<file path="config.mk">
export PLATFORM = sky130hd
export DESIGN_NAME = tw_eeprom
export DESIGN_NICKNAME = d
export VERILOG_FILES = /design/src/rtl/tw_pkg.sv /design/src/rtl/tw_front.sv /design/src/rtl/tw_timer.sv /design/src/rtl/tw_array.sv /design/src/rtl/tw_eeprom.sv
export SDC_FILE = /design/constraint.sdc
export NUM_CORES = 2
export LEC_CHECK = 0
export BUFFER_PORTS_ARGS = -buffer_cell sky130_fd_sc_hd__buf_2
export CAP_MARGIN = 20
export CORE_ASPECT_RATIO = 0.5
export CORE_MARGIN = 10
export CORE_UTILIZATION = 45
export DETAILED_ROUTE_END_ITERATION = 10
export GPL_ROUTABILITY_DRIVEN = 0
export HOLD_SLACK_MARGIN = 0.06
export PLACE_DENSITY_LB_ADDON = 0.05
export SYNTH_ARGS = -nofsm -noshare
export SYNTH_HDL_FRONTEND = slang
export SYNTH_SLANG_ARGS = --single-unit
</file>
<file path="constraint.sdc">
create_clock -name clk_i -period 3.1 [get_ports clk_i]
set_input_delay 0.465 -clock clk_i [delete_from_list [all_inputs] [get_ports clk_i]]
set_output_delay 0.465 -clock clk_i [all_outputs]
set_load 0.01 [all_outputs]
</file>
<file path="src/rtl/tw_pkg.sv">
package tw_pkg;

  typedef enum logic [2:0] {
    ST_IDLE,
    ST_CMD,
    ST_DATA,
    ST_READ,
    ST_DONE
  } tw_state_e;

  localparam logic [1:0] OP_SPECIAL = 2'b00;
  localparam logic [1:0] OP_WRITE   = 2'b01;
  localparam logic [1:0] OP_READ    = 2'b10;
  localparam logic [1:0] OP_ERASE   = 2'b11;

  localparam logic [1:0] SUB_LOCK   = 2'b00;
  localparam logic [1:0] SUB_FWRITE = 2'b01;
  localparam logic [1:0] SUB_FERASE = 2'b10;
  localparam logic [1:0] SUB_UNLOCK = 2'b11;

  typedef struct packed {
    logic valid;
    logic all;
    logic erase;
  } tw_prog_t;

endpackage

</file>
<file path="src/rtl/tw_front.sv">
module tw_front #(
  parameter int SYNC_STAGES = 2
) (
  input  logic clk_i,
  input  logic rst_ni,
  input  logic sel_i,
  input  logic sclk_i,
  input  logic din_i,
  output logic sel_s_o,
  output logic din_s_o,
  output logic sclk_rise_o,
  output logic sel_rise_o,
  output logic sel_fall_o
);
  localparam int NSIG = 3;

  logic [NSIG-1:0] raw_w;
  logic [NSIG-1:0] stage_q [SYNC_STAGES];
  logic [NSIG-1:0] sync_w;
  logic [NSIG-1:0] prev_q;

  assign raw_w = {sel_i, sclk_i, din_i};

  always_ff @(posedge clk_i or negedge rst_ni) begin
    if (!rst_ni) begin
      for (int i = 0; i < SYNC_STAGES; i++) stage_q[i] <= '0;
      prev_q <= '0;
    end else begin
      stage_q[0] <= raw_w;
      for (int i = 1; i < SYNC_STAGES; i++) stage_q[i] <= stage_q[i-1];
      prev_q <= sync_w;
    end
  end

  assign sync_w      = stage_q[SYNC_STAGES-1];
  assign sel_s_o     = sync_w[2];
  assign din_s_o     = sync_w[0];
  assign sclk_rise_o = sync_w[1] & ~prev_q[1];
  assign sel_rise_o  = sync_w[2] & ~prev_q[2];
  assign sel_fall_o  = ~sync_w[2] & prev_q[2];

endmodule

</file>
<file path="src/rtl/tw_timer.sv">
module tw_timer #(
  parameter int unsigned T_WORD   = 2000,
  parameter int unsigned T_FERASE = 4000,
  parameter int unsigned T_FWRITE = 6000
) (
  input  logic clk_i,
  input  logic rst_ni,
  input  logic start_i,
  input  logic all_i,
  input  logic erase_i,
  output logic busy_o
);
  localparam int unsigned TMAX1 = (T_WORD > T_FERASE) ? T_WORD : T_FERASE;
  localparam int unsigned TMAX  = (TMAX1 > T_FWRITE) ? TMAX1 : T_FWRITE;
  localparam int CW = $clog2(TMAX + 1);

  logic [CW-1:0] cnt_q, cnt_d, load_w;

  always_comb begin
    if (all_i) load_w = erase_i ? CW'(T_FERASE) : CW'(T_FWRITE);
    else       load_w = CW'(T_WORD);
  end

  always_comb begin
    cnt_d = cnt_q;
    if (start_i)             cnt_d = load_w;
    else if (cnt_q != '0)    cnt_d = cnt_q - 1'b1;
  end

  always_ff @(posedge clk_i or negedge rst_ni) begin
    if (!rst_ni) cnt_q <= '0;
    else         cnt_q <= cnt_d;
  end

  assign busy_o = (cnt_q != '0);

endmodule

</file>
<file path="src/rtl/tw_array.sv">
module tw_array #(
  parameter int AW = 6,
  parameter int DW = 16
) (
  input  logic          clk_i,
  input  logic          rst_ni,
  input  logic          wr_en_i,
  input  logic          wr_all_i,
  input  logic          wr_erase_i,
  input  logic [AW-1:0] wr_addr_i,
  input  logic [DW-1:0] wr_data_i,
  input  logic [AW-1:0] rd_addr_i,
  output logic [DW-1:0] rd_data_o
);
  localparam int DEPTH = 1 << AW;

  logic [DW-1:0] wval_w;
  logic [DW-1:0] rd_vec [DEPTH];

  assign wval_w = wr_erase_i ? {DW{1'b1}} : wr_data_i;

  for (genvar g = 0; g < DEPTH; g++) begin : g_word
    logic          hit_w;
    logic [DW-1:0] word_q;
    assign hit_w = wr_en_i & (wr_all_i | (wr_addr_i == AW'(g)));
    always_ff @(posedge clk_i or negedge rst_ni) begin
      if (!rst_ni)    word_q <= {DW{1'b1}};
      else if (hit_w) word_q <= wval_w;
    end
    assign rd_vec[g] = word_q;
  end

  assign rd_data_o = rd_vec[rd_addr_i];

endmodule

</file>
<file path="src/rtl/tw_eeprom.sv">
module tw_eeprom #(
  parameter int          AW          = 6,
  parameter int          DW          = 16,
  parameter int          SYNC_STAGES = 2,
  parameter int unsigned T_WORD      = 2000,
  parameter int unsigned T_FERASE    = 4000,
  parameter int unsigned T_FWRITE    = 6000
) (
  input  logic clk_i,
  input  logic rst_ni,
  input  logic ser_sel_i,
  input  logic ser_clk_i,
  input  logic ser_din_i,
  output logic ser_dout_o,
  output logic ser_dout_oe_o
);
  import tw_pkg::*;

  localparam int CMD_BITS = 2 + AW;
  localparam int CNT_MAX  = (CMD_BITS > DW) ? CMD_BITS : DW;
  localparam int CNT_W    = $clog2(CNT_MAX + 1);
  localparam int RC_W     = $clog2(DW);

  logic sel_s, din_s, sclk_rise, sel_rise, sel_fall;
  logic busy, prog_start, rd_active, in_idle;

  tw_state_e          state_q, state_d;
  logic [CNT_W-1:0]   cnt_q, cnt_d;
  logic [CMD_BITS-1:0] sh_q, sh_d;
  logic [DW-1:0]      dsh_q, dsh_d;
  logic [AW-1:0]      addr_q, addr_d;
  tw_prog_t           pend_q, pend_d;
  logic               unlock_q, unlock_d;
  logic               armed_q, armed_d;
  logic               show_q, show_d;
  logic               rbit_q, rbit_d;
  logic [RC_W-1:0]    rcnt_q, rcnt_d;

  logic [CMD_BITS-1:0] cmd_full;
  logic [1:0]          op_w, sub_w;
  logic [AW-1:0]       caddr_w;
  logic [DW-1:0]       rd_data;
  logic [RC_W-1:0]     rd_idx;

  tw_front #(.SYNC_STAGES(SYNC_STAGES)) u_front (
    .clk_i       (clk_i),
    .rst_ni      (rst_ni),
    .sel_i       (ser_sel_i),
    .sclk_i      (ser_clk_i),
    .din_i       (ser_din_i),
    .sel_s_o     (sel_s),
    .din_s_o     (din_s),
    .sclk_rise_o (sclk_rise),
    .sel_rise_o  (sel_rise),
    .sel_fall_o  (sel_fall)
  );

  tw_timer #(.T_WORD(T_WORD), .T_FERASE(T_FERASE), .T_FWRITE(T_FWRITE)) u_timer (
    .clk_i   (clk_i),
    .rst_ni  (rst_ni),
    .start_i (prog_start),
    .all_i   (pend_q.all),
    .erase_i (pend_q.erase),
    .busy_o  (busy)
  );

  tw_array #(.AW(AW), .DW(DW)) u_array (
    .clk_i      (clk_i),
    .rst_ni     (rst_ni),
    .wr_en_i    (prog_start),
    .wr_all_i   (pend_q.all),
    .wr_erase_i (pend_q.erase),
    .wr_addr_i  (addr_q),
    .wr_data_i  (dsh_q),
    .rd_addr_i  (addr_q),
    .rd_data_o  (rd_data)
  );

  assign cmd_full = {sh_q[CMD_BITS-2:0], din_s};
  assign op_w     = cmd_full[CMD_BITS-1 -: 2];
  assign caddr_w  = cmd_full[AW-1:0];
  assign sub_w    = caddr_w[AW-1 -: 2];
  assign rd_idx   = RC_W'(DW - 1) - rcnt_q;

  assign rd_active  = (state_q == ST_READ);
  assign in_idle    = (state_q == ST_IDLE);
  assign prog_start = sel_fall & (state_q == ST_DONE) & pend_q.valid & unlock_q & ~busy;

  always_comb begin
    state_d  = state_q;
    cnt_d    = cnt_q;
    sh_d     = sh_q;
    dsh_d    = dsh_q;
    addr_d   = addr_q;
    pend_d   = pend_q;
    unlock_d = unlock_q;
    armed_d  = armed_q;
    show_d   = show_q;
    rbit_d   = rbit_q;
    rcnt_d   = rcnt_q;

    if (!sel_s) begin
      state_d      = ST_IDLE;
      pend_d.valid = 1'b0;
      show_d       = 1'b0;
    end else begin
      if (sel_rise && armed_q) show_d = 1'b1;
      if (sclk_rise) begin
        unique case (state_q)
          ST_IDLE: begin
            if (din_s && !busy) begin
              state_d = ST_CMD;
              cnt_d   = '0;
              show_d  = 1'b0;
              armed_d = 1'b0;
            end
          end
          ST_CMD: begin
            sh_d  = cmd_full;
            cnt_d = cnt_q + 1'b1;
            if (cnt_q == CNT_W'(CMD_BITS - 1)) begin
              addr_d = caddr_w;
              cnt_d  = '0;
              unique case (op_w)
                OP_READ: begin
                  state_d = ST_READ;
                  rbit_d  = 1'b0;
                  rcnt_d  = '0;
                end
                OP_WRITE: begin
                  state_d = ST_DATA;
                  pend_d  = '{valid: 1'b0, all: 1'b0, erase: 1'b0};
                end
                OP_ERASE: begin
                  state_d = ST_DONE;
                  pend_d  = '{valid: 1'b1, all: 1'b0, erase: 1'b1};
                end
                default: begin
                  unique case (sub_w)
                    SUB_UNLOCK: begin state_d = ST_DONE; unlock_d = 1'b1; end
                    SUB_LOCK:   begin state_d = ST_DONE; unlock_d = 1'b0; end
                    SUB_FERASE: begin
                      state_d = ST_DONE;
                      pend_d  = '{valid: 1'b1, all: 1'b1, erase: 1'b1};
                    end
                    default: begin
                      state_d = ST_DATA;
                      pend_d  = '{valid: 1'b0, all: 1'b1, erase: 1'b0};
                    end
                  endcase
                end
              endcase
            end
          end
          ST_DATA: begin
            dsh_d = {dsh_q[DW-2:0], din_s};
            cnt_d = cnt_q + 1'b1;
            if (cnt_q == CNT_W'(DW - 1)) begin
              state_d      = ST_DONE;
              pend_d.valid = 1'b1;
            end
          end
          ST_READ: begin
            rbit_d = rd_data[rd_idx];
            if (rcnt_q == RC_W'(DW - 1)) begin
              rcnt_d = '0;
              addr_d = addr_q + 1'b1;
            end else begin
              rcnt_d = rcnt_q + 1'b1;
            end
          end
          default: ;
        endcase
      end
    end

    if (prog_start) armed_d = 1'b1;
  end

  always_ff @(posedge clk_i or negedge rst_ni) begin
    if (!rst_ni) begin
      state_q  <= ST_IDLE;
      cnt_q    <= '0;
      sh_q     <= '0;
      dsh_q    <= '0;
      addr_q   <= '0;
      pend_q   <= '0;
      unlock_q <= 1'b0;
      armed_q  <= 1'b0;
      show_q   <= 1'b0;
      rbit_q   <= 1'b0;
      rcnt_q   <= '0;
    end else begin
      state_q  <= state_d;
      cnt_q    <= cnt_d;
      sh_q     <= sh_d;
      dsh_q    <= dsh_d;
      addr_q   <= addr_d;
      pend_q   <= pend_d;
      unlock_q <= unlock_d;
      armed_q  <= armed_d;
      show_q   <= show_d;
      rbit_q   <= rbit_d;
      rcnt_q   <= rcnt_d;
    end
  end

  assign ser_dout_oe_o = rd_active | show_q;
  assign ser_dout_o    = rd_active ? rbit_q : (show_q & ~busy);

endmodule

</file>
==> results.tsv <==
stage	metric	value	unit
synthesis	syn-instance-count	4533	
clock_tree	cts.clk_slew.worst_paths	60	ps
timing	worstMarginPinSlew	959.3	ps
synthesis	yosysSeqAreaShare	0.5743	
critical_path	cp.arrival	3730	ps
hold_path	holdPathEnd	u_front.sync_w[2]$_DFF_PN0_	
place	dpl_cell_area	54010	sq um
timing	finalClockSkew	39.30	ps
global_routing	antenna_found_initial	5	
clock_tree	cts-root-buf	clkbuf_16	
timing	rsz0062_at_grt	yes	
finish	final_common_cell	a21oi_1	
hold_path	worstHoldStart	u_front.stage_q[5]$_DFF_PN0_	
power	power_frac_clock	0.469	
outcome	violations	setup timing	
timing	setup_viol	1	
synthesis	ys.flop_type	dfstp_2	
critical_path	slowest_delay	550	ps
floorplan	core.rowCount	86	
routing	drcViolationCount	0	
synthesis	yosysWarnings	0	
timing	layout_min_cycle_time	3133	ps
critical_path	cp-startpoint	addr_q[0]$_DFFE_PN0P_	
floorplan	die_x	490.7	microns
timing	drv_slew	0	
place	dp_hpwl	98.45	mm
power	intPower	21.70	mW
timing	finalHoldViolations	0	
critical_path	cp_max_fo	5	
critical_path	r2r_cells	11	
synthesis	yosysUniqueCellTypes	67	
global_routing	grt_max_degree	99	
floorplan	die-area	125300	sq um
critical_path	cp_slowest_cell	mux4_2	
synthesis	avgSynthCellArea	11.00	sq um
finish	stdcell_area	57870	sq um
critical_path	critPathLaunchType	flip-flop	
synthesis	synth-seq-cells	1093	
routing	drt-initial-drc-count	2805	
power	powerDensity	479.7	nW/um^2
critical_path	crit_path_cell_trace	buf_12, buf_12, buf_8, mux4_2, mux4_2, nor2_4, a2111oi_4, or4_1, nand4b_1, a22o_1, a222oi_1	
global_routing	grt_pass1_wl	228.3	mm
place	dp_slack	-671.8	ps
routing	drtAntennaViolNets	0	
routing	firstDrtPassIters	6	
finish	final_layout_size_suffix_gt1_frac	0.4223	
clock_tree	cts_buffers	101	
global_routing	grt_pass1_vias	34790	
critical_path	r2r_start	addr_q[0]$_DFFE_PN0P_	
place	numPortBuffers	6	
global_routing	grt-ovfl-total	0	
floorplan	start_util	0.4529	
critical_path	setup.worst_path.end_class	flip-flop	
routing	vias	35180	
synthesis	synth-edff-count	0	
power	seqPwrFrac	0.517	
timing	fmax	319.2	MHz
floorplan	io_pins	7	
floorplan	coreArea	110100	sq um
hold_path	whs_path_depth	0	
global_routing	grtUsageTotal	0.2379	
critical_path	cp.required	3700	ps
routing	via_per_inst	5.709	
power	switching_share	0.2184	
clock_tree	clk_path_buf_depth	3	
synthesis	synth-async-reset-ratio	1.000	
timing	slew_headroom	0.3598	
power	comb_power_share	0.014	
hold_path	hp-class	flip-flop to flip-flop	
critical_path	critPathKind	flip-flop to flip-flop	
power	cellLeakagePower	21.72	nW
finish	synthToLayoutAreaGrowth	16.07	%
synthesis	syn-num-nets	4555	
outcome	status	complete, but fails checks	
power	vdd.ir_drop.worst	0.4921	mV
synthesis	synth_area	49860	sq um
finish	fin_nets	4601	
critical_path	r2r-end	rbit_q$_DFFE_PN0P_	
floorplan	dieHeight	255.4	microns
timing	setup_slack	-33.02	ps
clock_tree	clock_latency	730	ps
clock_tree	cts_tree	built	
routing	wl_per_cell	24.66	microns
routing	drt_wl_total	151.9	mm
power	switchingPower	6.062	mW
clock_tree	cts.sinks	1093	
timing	post-route-period-util	1.011	
critical_path	ff2ff_setup_slack	-30	ps
clock_tree	h-tree-depth	3	
finish	final_cell_mix	a21oi_1 (1071), nor2_1 (1065), dfstp_2 (1024), mux4_2 (252), buf_4 (243)	
flow_run	drv_cap	0	
==> what timing repair did <==
action	in CTS	in global routing
hold buffers	4	0
pin swaps	12	10
gates resized for setup	33	24
buffers inserted	12	2
gates cloned	2	0
hold endpoints to repair	6	0
endpoints found under the setup margin	1	1
==> sequential cells by signal, indices dropped and copies added (netlist names), 2 cells and up <==
register               cells
addr_q                     6
cnt_q                      5
dsh_q                     16
pend_q                     3
rcnt_q                     4
sh_q                       7
state_q                    3
u_array.g_word.word_q   1024
u_front.prev_q             2
u_front.stage_q            3
u_front.sync_w             3
u_timer.cnt_q             13
==> final cells by class <==
| class | count | area (sq um) |
|---|---|---|
| Antenna cell | 2 | 5.005 |
| Clock buffer | 146 | 3020 |
| Clock inverter | 41 | 391.6 |
| Fill cell | 9592 | 52210 |
| Inverter | 16 | 60.06 |
| Multi-Input combinational cell | 2993 | 19590 |
| Sequential cell | 1093 | 28650 |
| Tap cell | 1496 | 1872 |
| Timing Repair Buffer | 374 | 4278 |
==> power by group through the flow <==
stage	sequential, mW	combinational [mW]	clock (mW)
2_1_floorplan	14.6	0.0255	0
3_3_place_gp	14.6	0.396	0
3_5_place_dp	14.6	0.406	0
4_1_cts	14.4	0.411	13.3
5_1_grt	14.4	0.452	13.9
6_report	14.4	0.392	13.0
==> worst max-delay path: cells and delay by family (launching register included) <==
family                 cells  cell delay [ps]
multiplexers               2              970
flip-flops                 1              490
buffers and inverters      3              430
AND/OR/NAND/NOR            3              770
AO/OA/AOI/OAI              3              310
==> routing by layer <==
layer / global-route usage / vias to the layer above / wire (microns)
met4: 0.05736 / 4 / 3520
met1: 0.3500 / 18030 / 71460
met2: 0.3456 / 929 / 65060
met5: 0 / - / 27
li1: - / 15990 / -
met3: 0.06741 / 221 / 11850
==> through the flow <==
stage | power [mW] | utilization | setup TNS, ps | hold WS (ps) | std cells
floorplan | 14.59 | - | 0 | 169.4 | 4533
global placement | 14.97 | 0.4906 | -678.8 | 334.7 | 5954
detailed placement | 14.98 | 0.4906 | -671.8 | 335.8 | 5955
CTS | 28.10 | 0.5247 | -28.40 | 349.2 | 6157
global route | 28.75 | 0.5257 | -149.8 | 355.3 | 6160
finish | 27.76 | 0.5257 | -33.02 | 349.3 | 6161
==> cells in the mapped netlist (13+ instances only) <==
cell	n	area [sq um]
a21oi_1	1073	5370
a22oi_1	23	172.7
a31oi_1	60	375.4
buf_2	52	260.3
buf_6	13	146.4
clkbuf_1	328	1231
dfrtp_1	69	1727
dfstp_2	1024	26910
ha_1	17	212.7
inv_1	13	48.80
mux2_2	28	315.3
mux2i_1	65	650.6
mux4_2	249	5608
nand2_1	71	266.5
nand3_1	15	75.07
nor2_1	1148	4309
nor2b_1	17	106.4
nor3_1	24	120.1
o21ai_0	44	220.2
==> worst max path at each step <==
stage | to | slack, ps | depth (start not counted)
final | rbit_q$_DFFE_PN0P_ | -30 | 11
after global routing | rbit_q$_DFFE_PN0P_ | -150 | 12
after global placement | rbit_q$_DFFE_PN0P_ | -680 | 11
after detailed placement | rbit_q$_DFFE_PN0P_ | -670 | 11
after CTS | rbit_q$_DFFE_PN0P_ | -30 | 12
after floorplan | u_array.g_word[20].word_q[1]$_DFFE_PN1P_ | 100 | 16
==> cells by family (layout without fill, tap and decap cells) <==
kind of cell / Yosys count / in the layout / share of synthesized area
AOI/OAI and AO/OA: 1292 / 1292 / 0.1382
xor gates and xnor gates: 4 / 4 / 0.0007028
adders and majority gates: 17 / 17 / 0.004266
buffers and inverters: 447 / 577 / 0.04224
DFF: 1093 / 1093 / 0.5743
muxes: 348 / 348 / 0.1347
other: 0 / 2 / 0
and+or+nand+nor: 1332 / 1332 / 0.1056
No activity file was read; power rests on OpenSTA's default activity.
